--- src/rtl/vfmt_pkg.sv ---
package vfmt_pkg;
  timeunit 1ns; timeprecision 100ps;

  localparam int CH_W     = 10;
  localparam int NARROW_W = 8;
  localparam int PORT_W   = 2 * CH_W;
  localparam int IDX_W    = 2;
  localparam int MODE_W   = 3;
  localparam int DDR_W    = 12;

  localparam logic [MODE_W-1:0] MODE_SB8     = 3'd0;
  localparam logic [MODE_W-1:0] MODE_SB10    = 3'd1;
  localparam logic [MODE_W-1:0] MODE_DB16    = 3'd2;
  localparam logic [MODE_W-1:0] MODE_DB20    = 3'd3;
  localparam logic [MODE_W-1:0] MODE_DDR_RGB = 3'd4;
  localparam logic [MODE_W-1:0] MODE_DDR_YC  = 3'd5;

  localparam logic [CH_W-1:0] BLANK_LUMA   = 10'h040;
  localparam logic [CH_W-1:0] BLANK_CHROMA = 10'h200;

  typedef struct packed {
    logic              de;
    logic              hs;
    logic              vs;
    logic              fde;
    logic [IDX_W-1:0]  idx;
    logic [MODE_W-1:0] mode;
    logic [CH_W-1:0]   c0;
    logic [CH_W-1:0]   c1;
    logic [CH_W-1:0]   c2;
  } stage_t;
endpackage

--- src/rtl/vfmt_capture.sv ---
module vfmt_capture
  import vfmt_pkg::*;
(
  input  logic              clk,
  input  logic              rst,
  input  logic [MODE_W-1:0] cfg_mode,
  input  logic              cfg_fde_sel,
  input  logic              de_in,
  input  logic              hs_in,
  input  logic              vs_in,
  input  logic              field_in,
  input  logic [CH_W-1:0]   ch0_in,
  input  logic [CH_W-1:0]   ch1_in,
  input  logic [CH_W-1:0]   ch2_in,
  output stage_t            st
);
  timeunit 1ns; timeprecision 100ps;

  logic line_start;
  logic frame_start;

  assign line_start  = de_in && !st.de;
  assign frame_start = vs_in && !st.vs;

  always_ff @(posedge clk) begin
    if (rst) begin
      st <= '0;
    end else begin
      st.de   <= de_in;
      st.hs   <= hs_in;
      st.vs   <= vs_in;
      st.fde  <= cfg_fde_sel ? de_in : field_in;
      st.idx  <= line_start ? '0 : st.idx + 1'b1;
      st.mode <= frame_start ? cfg_mode : st.mode;
      st.c0   <= ch0_in;
      st.c1   <= ch1_in;
      st.c2   <= ch2_in;
    end
  end

  // mode only moves on a vertical sync rise
  assert_mode_hold_R9: assert property (@(posedge clk) disable iff (rst)
    !(vs_in && !st.vs) |=> st.mode == $past(st.mode));

  // inside an active run the word index steps by one
  assert_idx_step_R3: assert property (@(posedge clk) disable iff (rst)
    (de_in && st.de) |=> st.idx == $past(st.idx) + 1'b1);
endmodule

--- src/rtl/vfmt_pack.sv ---
module vfmt_pack
  import vfmt_pkg::*;
(
  input  logic              clk,
  input  logic              rst,
  input  stage_t            st,
  output logic [PORT_W-1:0] rise_q,
  output logic [PORT_W-1:0] fall_q,
  output logic              hs_o,
  output logic              vs_o,
  output logic              fde_o
);
  timeunit 1ns; timeprecision 100ps;

  localparam int PAD_N = PORT_W - NARROW_W;
  localparam int PAD_D = PORT_W - DDR_W;
  localparam int PAD_S = PORT_W - 2 * NARROW_W;

  logic [CH_W-1:0]     y, cb, cr, c_pair, c_single;
  logic [NARROW_W-1:0] y8, cb8, cr8, cp8, cs8;
  logic [PORT_W-1:0]   rise_d, fall_d;

  always_comb begin
    if (st.de) begin
      y = st.c0; cb = st.c1; cr = st.c2;
    end else if (st.mode == MODE_DDR_RGB) begin
      y = '0; cb = '0; cr = '0;
    end else begin
      y = BLANK_LUMA; cb = BLANK_CHROMA; cr = BLANK_CHROMA;
    end
    c_pair   = st.idx[0] ? cr : cb;
    c_single = st.idx[0] ? y : (st.idx[1] ? cr : cb);
    y8  = y[CH_W-1 -: NARROW_W];
    cb8 = cb[CH_W-1 -: NARROW_W];
    cr8 = cr[CH_W-1 -: NARROW_W];
    cp8 = c_pair[CH_W-1 -: NARROW_W];
    cs8 = c_single[CH_W-1 -: NARROW_W];
  end

  always_comb begin
    rise_d = '0;
    fall_d = '0;
    case (st.mode)
      MODE_SB8: begin
        rise_d = {cs8, {PAD_N{1'b0}}};
        fall_d = rise_d;
      end
      MODE_SB10: begin
        rise_d = {c_single, {CH_W{1'b0}}};
        fall_d = rise_d;
      end
      MODE_DB16: begin
        rise_d = {y8, cp8, {PAD_S{1'b0}}};
        fall_d = rise_d;
      end
      MODE_DB20: begin
        rise_d = {y, c_pair};
        fall_d = rise_d;
      end
      MODE_DDR_RGB: begin
        rise_d = {{PAD_D{1'b0}}, y8[3:0], cb8};
        fall_d = {{PAD_D{1'b0}}, cr8, y8[7:4]};
      end
      MODE_DDR_YC: begin
        rise_d = {cp8, {PAD_N{1'b0}}};
        fall_d = {y8, {PAD_N{1'b0}}};
      end
      default: begin
        rise_d = '0;
        fall_d = '0;
      end
    endcase
  end

  always_ff @(posedge clk) begin
    if (rst) begin
      rise_q <= '0;
      fall_q <= '0;
      hs_o   <= 1'b0;
      vs_o   <= 1'b0;
      fde_o  <= 1'b0;
    end else begin
      rise_q <= rise_d;
      fall_q <= fall_d;
      hs_o   <= st.hs;
      vs_o   <= st.vs;
      fde_o  <= st.fde;
    end
  end

  // RGB blanking drives zero in both phases
  assert_rgb_blank_R8: assert property (@(posedge clk) disable iff (rst)
    (st.mode == MODE_DDR_RGB && !st.de) |=> (rise_q == '0 && fall_q == '0));

  // single-rate modes present one word per clock
  assert_sdr_one_word_R4: assert property (@(posedge clk) disable iff (rst)
    (st.mode < MODE_DDR_RGB) |=> rise_q == fall_q);

  // undefined mode codes leave the port quiet
  assert_bad_mode_zero_R11: assert property (@(posedge clk) disable iff (rst)
    (st.mode > MODE_DDR_YC) |=> (rise_q == '0 && fall_q == '0));

  // upper lanes idle in DDR RGB
  assert_rgb_upper_zero_R6: assert property (@(posedge clk) disable iff (rst)
    (st.mode == MODE_DDR_RGB) |=> (rise_q[PORT_W-1:DDR_W] == '0 && fall_q[PORT_W-1:DDR_W] == '0));
endmodule

--- src/rtl/vfmt_ddr_mux.sv ---
module vfmt_ddr_mux
  import vfmt_pkg::*;
(
  input  logic              clk,
  input  logic [PORT_W-1:0] rise_q,
  input  logic [PORT_W-1:0] fall_q,
  output logic [PORT_W-1:0] pix
);
  timeunit 1ns; timeprecision 100ps;

  // high phase carries the word launched at the rising edge
  assign pix = clk ? rise_q : fall_q;
endmodule

--- src/rtl/vfmt_out.sv ---
module vfmt_out
  import vfmt_pkg::*;
(
  input  logic        clk,
  input  logic        rst,
  input  logic [2:0]  cfg_mode,
  input  logic        cfg_fde_sel,
  input  logic        de_in,
  input  logic        hs_in,
  input  logic        vs_in,
  input  logic        field_in,
  input  logic [9:0]  ch0_in,
  input  logic [9:0]  ch1_in,
  input  logic [9:0]  ch2_in,
  output logic [19:0] pix_out,
  output logic        hs_out,
  output logic        vs_out,
  output logic        fde_out
);
  timeunit 1ns; timeprecision 100ps;

  stage_t            st;
  logic [PORT_W-1:0] rise_q, fall_q;

  vfmt_capture u_capture (
    .clk(clk), .rst(rst), .cfg_mode(cfg_mode), .cfg_fde_sel(cfg_fde_sel),
    .de_in(de_in), .hs_in(hs_in), .vs_in(vs_in), .field_in(field_in),
    .ch0_in(ch0_in), .ch1_in(ch1_in), .ch2_in(ch2_in), .st(st)
  );

  vfmt_pack u_pack (
    .clk(clk), .rst(rst), .st(st), .rise_q(rise_q), .fall_q(fall_q),
    .hs_o(hs_out), .vs_o(vs_out), .fde_o(fde_out)
  );

  vfmt_ddr_mux u_mux (
    .clk(clk), .rise_q(rise_q), .fall_q(fall_q), .pix(pix_out)
  );

  // syncs leave two edges after they enter
  assert_hs_align_R2: assert property (@(posedge clk) disable iff (rst)
    (!$past(rst) && !$past(rst, 2)) |-> hs_out == $past(hs_in, 2));

  assert_vs_align_R2: assert property (@(posedge clk) disable iff (rst)
    (!$past(rst) && !$past(rst, 2)) |-> vs_out == $past(vs_in, 2));
endmodule

--- config.mk ---
export PLATFORM = sky130hd
export DESIGN_NAME = vfmt_out
export DESIGN_NICKNAME = d
export VERILOG_FILES = /design/src/rtl/vfmt_pkg.sv /design/src/rtl/vfmt_capture.sv /design/src/rtl/vfmt_pack.sv /design/src/rtl/vfmt_ddr_mux.sv /design/src/rtl/vfmt_out.sv
export SDC_FILE = /design/constraint.sdc
export NUM_CORES = 1
export LEC_CHECK = 0
export ABC_AREA = 1
export BUFFER_PORTS_ARGS = -buffer_cell sky130_fd_sc_hd__buf_2
export CAP_MARGIN = 20
export CORE_AREA = 2 2 99 82
export DETAILED_ROUTE_END_ITERATION = 8
export DIE_AREA = 0 0 101 84
export GPL_ROUTABILITY_DRIVEN = 0
export PLACE_DENSITY_LB_ADDON = 0.25
export SKIP_CTS_REPAIR_TIMING = 1
export SYNTH_ARGS = -nofsm -noshare
export SYNTH_HDL_FRONTEND = slang
export SYNTH_HIERARCHICAL = 1
export SYNTH_SLANG_ARGS = --single-unit
--- constraint.sdc ---
create_clock -name clk -period 1.55 [get_ports clk]
set_clock_uncertainty 0.1 [all_clocks]
set_input_delay 0.155 -clock clk [delete_from_list [all_inputs] [get_ports clk]]
set_output_delay 0.155 -clock clk [all_outputs]
set_load 0.005 [all_outputs]
==> flow_summary.json, run 1 <==
{
  "status": "finished, violations left",
  "violations": "negative setup slack",
  "die_h_um": 84,
  "synth-compound-area-share": 0.149,
  "vdd_ir_drop_max_v": 0.000868,
  "grt_pass1_wl_mm": 14.6,
  "critPathMaxFanout": 4,
  "die_w_um": 101,
  "drcViolationCount": 0,
  "ys_seq_area_frac": 0.455,
  "setup_ws_ns": -0.0817,
  "synth_largest_area_cell": "dfxtp_1",
  "worstReg2RegEnd": "u_pack/rise_q[7]",
  "holdPathEnd": "u_capture/st[30]",
  "worstRegToRegCells": 7,
  "overflow": 0,
  "first_global_vias": 3502,
  "ant_nets": 0,
  "synth.net_count": 550,
  "grt_max_degree": 38,
  "area_growth_pct": 50.9,
  "port_buffers": 62,
  "syn_area_mm2": 0.00361,
  "relSlewSlack": 0.616,
  "cts_tree": "yes",
  "p_sw_w": 0.00250,
  "tightest_slew_ns": 0.575,
  "yosys.area.top_type_share": 0.455,
  "fin_tns_setup_ns": -1.27,
  "core.rowCount": 29,
  "fillers": 558,
  "crit_start": "clk",
  "antenna_found_initial": 0,
  "start_util": 0.474,
  "syn_area_per_cell_um2": 7.08,
  "slew_violations": 0,
  "r2r_start": "u_capture/st[38]",
  "yosys_warnings": 6,
  "seqPwrFrac": 0.317,
  "drt_wl_total_mm": 10.3,
  "core_area_mm2": 0.00762,
  "ys_types": 31,
  "place_hpwl_mm": 6.36,
  "finalHoldViolations": 0,
  "regToRegSetupSlack_ns": 0.01,
  "vias": 3747,
  "synthCells": 510,
  "clockPowerShare": 0.590,
  "wire_per_inst_um": 13.8,
  "worst_ep_arrival_time_ns": 1.38,
  "ys_seq_elements": 82,
  "drive_above_1_share": 0.352,
  "die_area_mm2": 0.00848,
  "p_int_w": 0.00466,
  "synth_fa_ha_area_frac": 0,
  "synth_top_family_by_area": "simple AND/OR/NAND/NOR gates",
  "firstDrtPassIters": 6,
  "n_antenna_cell": 0,
  "clk_pin_slew_ns": 0.13,
  "setup.worst_path.start_class": "clock port",
  "critPathRequiredTime_ns": 1.29,
  "hold_path_depth": 5,
  "synth_mux_area_frac": 0,
  "end_kind": "output port",
  "yosys-top-cells-area": "dfxtp_1 (45%), nand2_1 (15%), inv_1 (8.0%)",
  "initialDrtViolationCount": 319,
  "clock_latency_ns": 0.39,
  "rsz0062_at_grt": "true",
  "grtUsageTotal": 0.222,
  "leakage_nw": 2.87,
  "path_class": "clk2out",
  "viasPerCell": 5.00,
  "finalPower_w": 0.00716,
  "synth-simple-area-share": 0.252,
  "p_per_area_mw_per_mm2": 1310,
  "synth_xor_area_frac": 0.00243,
  "hold_class": "in2reg",
  "sw_frac_of_total": 0.348,
  "hp-start": "cfg_mode[0]",
  "maxCapViolCount": 0,
  "setup_viol": 20,
  "final_nets": 689,
  "power.share.combinational": 0.093,
  "ioPinCount": 63
}
routing by layer:
layer | vias up | wire (um) | global-route usage
met5 | - | 0 | 0
met4 | 0 | 301 | 0.166
met3 | 35 | 849 | 0.121
met2 | 180 | 4820 | 0.276
met1 | 1664 | 4370 | 0.280
li1 | 1868 | - | -
worst max path at each step:
stage                       end  cells after the start
2_1_floorplan  u_pack/rise_q[1]                      6
3_3_place_gp   u_pack/fall_q[8]                      9
3_5_place_dp   u_pack/rise_q[8]                      9
4_1_cts              pix_out[7]                      7
5_1_grt             pix_out[11]                      6
6_report            pix_out[11]                      6
power groups by stage:
stage	Clock [W]	Combinational, W	Sequential [W]
after floorplan	0.000487	0.000316	0.00229
after global placement	0.000254	0.000469	0.00230
after detailed placement	0.000254	0.000479	0.00230
after CTS	0.00376	0.000482	0.00225
after global routing	0.00451	0.000723	0.00228
final	0.00422	0.000669	0.00227
cell type report:
| class | count | area [um2] | share of cell area |
|---|---|---|---|
| Inverter | 88 | 338 | 0.0620 |
| Clock buffer | 41 | 503 | 0.0923 |
| Sequential cell | 82 | 1650 | 0.303 |
| Timing Repair Buffer | 106 | 863 | 0.158 |
| Clock inverter | 26 | 186 | 0.0342 |
| Multi-Input combinational cell | 313 | 1790 | 0.328 |
| Tap cell | 93 | 116 | 0.0214 |
worst max-delay path: stages:
cell       delay (ns)
buf_8            0.10
buf_8            0.12
clkbuf_16        0.16
nand2_2          0.06
nand2_2          0.04
buf_2            0.12
cells in the final DEF (no fill, tap or decap), types with 4 or more instances in the layout:
| master | synthesis | layout |
|---|---|---|
| nand2_1 | 140 | 93 |
| dfxtp_1 | 82 | 78 |
| inv_1 | 77 | 69 |
| buf_2 | 10 | 58 |
| nor2_1 | 53 | 52 |
| dlygate4sd3_1 | 0 | 37 |
| inv_2 | 11 | 36 |
| a21oi_1 | 29 | 28 |
| nand2_2 | 1 | 28 |
| buf_4 | 3 | 21 |
| nand3_1 | 22 | 20 |
| nand2_4 | 0 | 20 |
| o211ai_1 | 15 | 15 |
| clkbuf_16 | 0 | 9 |
| o21ai_1 | 17 | 9 |
| o21ai_2 | 1 | 7 |
| buf_8 | 0 | 6 |
| buf_12 | 0 | 6 |
| buf_6 | 7 | 6 |
| o21ai_0 | 6 | 6 |
| nor2_4 | 2 | 5 |
| a22oi_1 | 6 | 5 |
| o221ai_2 | 0 | 4 |
| o221ai_1 | 8 | 4 |
synth_stat cells:
cell	instances
nand2_1	140
dfxtp_1	82
inv_1	77
nor2_1	53
a21oi_1	29
nand3_1	22
o21ai_1	17
o211ai_1	15
inv_2	11
buf_2	10
o221ai_1	8
buf_6	7
a22oi_1	6
o21ai_0	6
clkbuf_1	5
buf_4	3
a21oi_2	2
nor2_2	2
nor2_4	2
nor3_1	2
a211o_1	1
a21boi_0	1
buf_1	1
inv_4	1
nand2_2	1
nand4_1	1
o21ai_2	1
o311ai_0	1
or2_1	1
or3_4	1
xnor2_1	1
cells by family after synthesis:
family                 count (synthesis)
buffers and inverters                115
XOR/XNOR                               1
AO/OA/AOI/OAI                         87
flip-flops                            82
AND/OR/NAND/NOR                      225
registers in the layout, summed over array words and instances (netlist names):
register,cells
u_capture/st,39
u_pack/rise_q,20
u_pack/fde_o,1
u_pack/vs_o,1
u_pack/hs_o,1
u_pack/fall_q,20
per-stage QoR:
step	area, um2	worst slack (ns)	cells	hold slack (ns)	util
after floorplan	3610	0.142	510	0.149	-
after global placement	4030	-0.00640	656	0.222	0.529
after detailed placement	4030	-0.0294	656	0.222	0.529
after CTS	4570	-0.256	702	-0.261	0.600
after global routing	5450	-0.114	749	0.0532	0.715
final	5450	-0.0817	749	0.00818	0.715
(Power assumes the default switching activity.)
==> run 2: changes to the inputs <==
==> constraint.sdc (replaced) <==
create_clock -name clk -period 1.3 [get_ports clk]
set_clock_uncertainty 0.1 [all_clocks]
set_input_delay 0.13 -clock clk [delete_from_list [all_inputs] [get_ports clk]]
set_output_delay 0.13 -clock clk [all_outputs]
set_load 0.005 [all_outputs]
==> run 2 against run 1 <==
The flow still finishes with violations (negative setup slack); core utilization rose by 4.4 points; hold slack improved by 0.019 ns; register-to-register slack worse by 0.29 ns; largest cell class unchanged; largest power group unchanged.
==> flow_summary.json, run 2 (same netlist as run 1, synthesis figures left out) <==
{
  "status": "finished, violations left",
  "violations": "negative setup slack",
  "ioPinCount": 63,
  "path_class": "reg2reg",
  "relSlewSlack": 0.619,
  "drive_above_1_share": 0.427,
  "rsz0062_at_grt": "true",
  "p_sw_w": 0.00275,
  "largest_reg_flops": 39,
  "core_area_mm2": 0.00762,
  "n_antenna_cell": 0,
  "wl_met3_um": 919,
  "firstDrtPassIters": 5,
  "vias": 4031,
  "die_w_um": 101,
  "vdd_ir_drop_max_v": 0.000869,
  "p_per_area_mw_per_mm2": 1390,
  "wire_per_inst_um": 14.8,
  "finalPower_w": 0.00802,
  "viasPerCell": 5.11,
  "wl_met2_mm": 5.62,
  "drt_wl_total_mm": 11.7,
  "wl_met1_mm": 4.66,
  "critPathRequiredTime_ns": 1.45,
  "ant_nets": 0,
  "sw_frac_of_total": 0.343,
  "final_nets": 729,
  "die_h_um": 84,
  "critPathMaxFanout": 6,
  "clockPowerShare": 0.543,
  "area_growth_pct": 60.2,
  "seqPwrFrac": 0.338,
  "cts_tree": "yes",
  "placed_cell_area_mm2": 0.00423,
  "grt_pass1_wl_mm": 15.1,
  "slew_violations": 0,
  "tightest_slew_ns": 0.570,
  "first_global_vias": 3620,
  "finalHoldViolations": 0,
  "port_buffers": 62,
  "initialDrtViolationCount": 361,
  "grt_max_degree": 30,
  "largestRegisters": "u_capture/st (39), u_pack/fall_q (20), u_pack/rise_q (20)",
  "start_util": 0.474,
  "final_common_cell": "nand2_1",
  "finalCritPeriodShare": 1.21,
  "hold_class": "in2reg",
  "end_kind": "register",
  "antenna_found_initial": 0,
  "core.rowCount": 29,
  "p_int_w": 0.00527,
  "design_area_mm2": 0.00578,
  "drcViolationCount": 0,
  "layout_common_cells": "nand2_1 (84), dfxtp_1 (76), inv_1 (64)",
  "power.share.combinational": 0.119,
  "fmax_mhz": 633,
  "finalCriticalPeriod_ns": 1.58,
  "setup_viol": 60,
  "overflow": 0,
  "top_layer_used": "met4",
  "clock_latency_ns": 0.42,
  "clk_pin_slew_ns": 0.12,
  "worst_ep_arrival_time_ns": 1.73,
  "die_area_mm2": 0.00848,
  "maxCapViolCount": 0,
  "leakage_nw": 3.01,
  "setup_ws_ns": -0.279,
  "place_hpwl_mm": 6.68,
  "grtUsageTotal": 0.234,
  "top_register": "u_capture/st",
  "setup.worst_path.start_class": "register",
  "final_util": 0.759
}
[run 2: path summary, 6_finish.rpt]
kind,from,endpoint,slack (ns),cells after the start
max,u_capture/st[38],u_pack/fall_q[10],-0.28,8
min,rst,u_capture/st[32],0.03,5
max reg2reg,u_capture/st[38],u_pack/fall_q[10],-0.28,8
min reg2reg,u_capture/st[37],u_pack/hs_o,0.31,2
[run 2: final cells by class]
class	count	area (um2)
inverters	88	349
well taps	93	116
clock inverters	26	143
fillers	524	1840
repair buffers	146	1190
flip-flops and latches	82	1660
clock buffers	41	440
multi-input cells	313	1880
[run 2: power by group through the flow]
stage | combinational, W | sequential, W | clock [W]
detailed placement | 0.000629 | 0.00275 | 0.000303
floorplan | 0.000397 | 0.00273 | 0.000581
finish | 0.000958 | 0.00271 | 0.00436
CTS | 0.000634 | 0.00269 | 0.00413
global route | 0.00102 | 0.00272 | 0.00469
global placement | 0.000613 | 0.00274 | 0.000303
[run 2: stage by stage]
stage                     hold WS, ns  setup TNS (ns)  std cells  setup slack [ns]
after floorplan                 0.124         -0.0991        510           -0.0496
after global placement          0.197           -2.20        682            -0.233
after detailed placement        0.197           -2.95        682            -0.254
after CTS                      -0.288          -10.59        728            -0.326
after global routing           0.0324          -12.93        789            -0.366
final                          0.0271          -10.02        789            -0.279
[run 2: per-layer routing]
| metal | global-route usage | up-vias |
|---|---|---|
| met5 | 0 | - |
| met4 | 0.186 | 0 |
| met3 | 0.101 | 60 |
| met2 | 0.321 | 217 |
| met1 | 0.283 | 1804 |
| li1 | - | 1950 |
[run 2: critical path, cell delays in order (launching register included)]
cell and delay [ns]:
dfxtp_4 0.41, clkbuf_16 0.18, buf_8 0.13, nand3_1 0.07, o21ai_1 0.09, o21ai_1 0.15
inv_1 0.08, nor2_1 0.14, nor2_1 0.06
==> run 3: changes to the inputs <==
--- a/config.mk
+++ b/config.mk
@@ -8,9 +8,9 @@
 export ABC_AREA = 1
 export BUFFER_PORTS_ARGS = -buffer_cell sky130_fd_sc_hd__buf_2
 export CAP_MARGIN = 20
-export CORE_AREA = 2 2 99 82
+export CORE_AREA = 2 2 89 91
 export DETAILED_ROUTE_END_ITERATION = 8
-export DIE_AREA = 0 0 101 84
+export DIE_AREA = 0 0 91 93
 export GPL_ROUTABILITY_DRIVEN = 0
 export PLACE_DENSITY_LB_ADDON = 0.25
 export SKIP_CTS_REPAIR_TIMING = 1
==> run 3 against run 2 <==
The flow finishes with violations (negative hold slack, negative setup slack); via count shrank 1.3%; non-clock buffer count shrank 12; combinational power shrank 6.9%; global-route usage shrank 1.1 points; final cell count shrank 0.38%; worst setup slack gained 0.069 ns; largest power group unchanged; clock-buffer cell count shrank 1; design area shrank 3.2%; first-iteration DRC count grew 18%; register-to-register slack gained 0.07 ns.
==> flow_summary.json, run 3 (same netlist as run 1, synthesis figures left out) <==
{
  "status": "finished, violations left",
  "violations": "negative hold slack, negative setup slack",
  "sw_frac_of_total": 0.343,
  "final_nets": 716,
  "firstDrtPassIters": 8,
  "top_register": "u_capture/st",
  "viasPerCell": 5.06,
  "fin_tns_setup_ns": -8.83,
  "antenna_found_initial": 0,
  "grt_max_degree": 28,
  "overflow": 0,
  "leakage_nw": 2.87,
  "slew_violations": 0,
  "hold_path_depth": 5,
  "layout_common_cells": "nand2_1 (84), dfxtp_1 (76), inv_1 (64)",
  "vdd_ir_drop_max_v": 0.000996,
  "area_growth_pct": 55.0,
  "relSlewSlack": 0.676,
  "die_area_mm2": 0.00846,
  "end_kind": "register",
  "core.rowCount": 32,
  "die_w_um": 91,
  "largest_reg_flops": 39,
  "n_antenna_cell": 0,
  "vias": 3977,
  "worst-path-stages": 8,
  "drcViolationCount": 0,
  "finalCritPeriodShare": 1.16,
  "die_h_um": 93,
  "worst_ep_arrival_time_ns": 1.62,
  "initialDrtViolationCount": 427,
  "p_per_area_mw_per_mm2": 1450,
  "clk_pin_slew_ns": 0.12,
  "design_area_mm2": 0.00560,
  "whs_ns": -0.0219,
  "finalHoldViolations": 2,
  "core_area_mm2": 0.00753,
  "ioPinCount": 63,
  "largestRegisters": "u_capture/st (39), u_pack/fall_q (20), u_pack/rise_q (20)",
  "clock_latency_ns": 0.36,
  "final_common_cell": "nand2_1",
  "cpPeakStageDelay_ns": 0.40,
  "worstRegToRegCells": 8,
  "p_int_w": 0.00532,
  "hold_class": "in2reg",
  "tightest_slew_ns": 0.486,
  "seqPwrFrac": 0.334,
  "pre_cts_ws_ns": -0.246,
  "instances_no_fill": 786,
  "port_buffers": 62,
  "cp_cell_sequence": "buf_12 > nand2_2 > inv_2 > o21ai_4 > buf_4 > o221ai_2 > nand2_1 > inv_1",
  "setup.worst_path.start_class": "register",
  "drive_above_1_share": 0.424,
  "critPathSlowestCell": "dfxtp_4",
  "worst-path-buf-inv": 4,
  "wire_per_inst_um": 13.7,
  "finalCriticalPeriod_ns": 1.51,
  "maxCapViolCount": 0,
  "p_sw_w": 0.00278,
  "fmax_mhz": 662,
  "dp.cells": 691,
  "start_util": 0.480,
  "grtUsageTotal": 0.224,
  "ant_nets": 0,
  "drt_wl_total_mm": 10.8,
  "place_hpwl_mm": 6.41,
  "rsz0062_at_grt": "true",
  "setup_ws_ns": -0.210,
  "placed_cell_area_mm2": 0.00424,
  "first_global_vias": 3541,
  "path_class": "reg2reg",
  "critPathMaxFanout": 10,
  "critPathRequiredTime_ns": 1.41,
  "grt_pass1_wl_mm": 14.8,
  "crit_family": "buffers and inverters",
  "setup_viol": 60,
  "clockPowerShare": 0.556,
  "cts_tree": "yes",
  "power.share.combinational": 0.110
}
run 3: cell types whose count changed in the layout (fill, tap and decap cells not counted), sizes merged:
cell | previous run | this run
buf | 131 | 125
dlygate4sd3 | 42 | 36
clkinv | 1 | 2
clkbuf | 14 | 13
run 3: power by group through the flow:
| stage | Clock, W | Sequential, W | Combinational, W |
|---|---|---|---|
| after global placement | 0.000303 | 0.00274 | 0.000610 |
| final | 0.00450 | 0.00270 | 0.000892 |
| after CTS | 0.00432 | 0.00268 | 0.000625 |
| after global routing | 0.00485 | 0.00271 | 0.000961 |
| after detailed placement | 0.000303 | 0.00274 | 0.000623 |
| after floorplan | 0.000581 | 0.00273 | 0.000397 |
run 3: worst reg2reg max path, delay by kind of cell, from the launching register on:
family / cells / cell delay [ns]
buf+inv: 4 / 0.41
flops: 1 / 0.40
compound gates: 2 / 0.30
simple gates: 2 / 0.15
run 3: metal layers:
metal  track usage  vias to the layer above  wire, um
met5             0                        -         0
li1              -                     1926         -
met4         0.179                        0       563
met1         0.244                     1776      4230
met3         0.102                       58       824
met2         0.335                      217      5180
run 3: worst paths after layout:
check,slack (ns),end,start
max,-0.21,u_pack/fall_q[6],u_capture/st[38]
min reg2reg,0.31,u_pack/fde_o,u_capture/st[35]
max reg2reg,-0.21,u_pack/fall_q[6],u_capture/st[38]
min,-0.02,u_capture/st[30],cfg_mode[0]
run 3: metrics by stage:
| step | util | power, W |
|---|---|---|
| floorplan | - | 0.00371 |
| global placement | 0.564 | 0.00365 |
| detailed placement | 0.564 | 0.00367 |
| CTS | 0.631 | 0.00763 |
| global route | 0.744 | 0.00852 |
| finish | 0.744 | 0.00809 |
run 3: area by class of cell:
| type | instances | area, um2 |
|---|---|---|
| fillers | 569 | 1930 |
| multi-input cells | 313 | 1800 |
| flip-flops and latches | 82 | 1650 |
| repair buffers | 134 | 1060 |
| clock buffers | 40 | 438 |
| inverters | 88 | 342 |
| clock inverters | 27 | 176 |
| well taps | 102 | 128 |
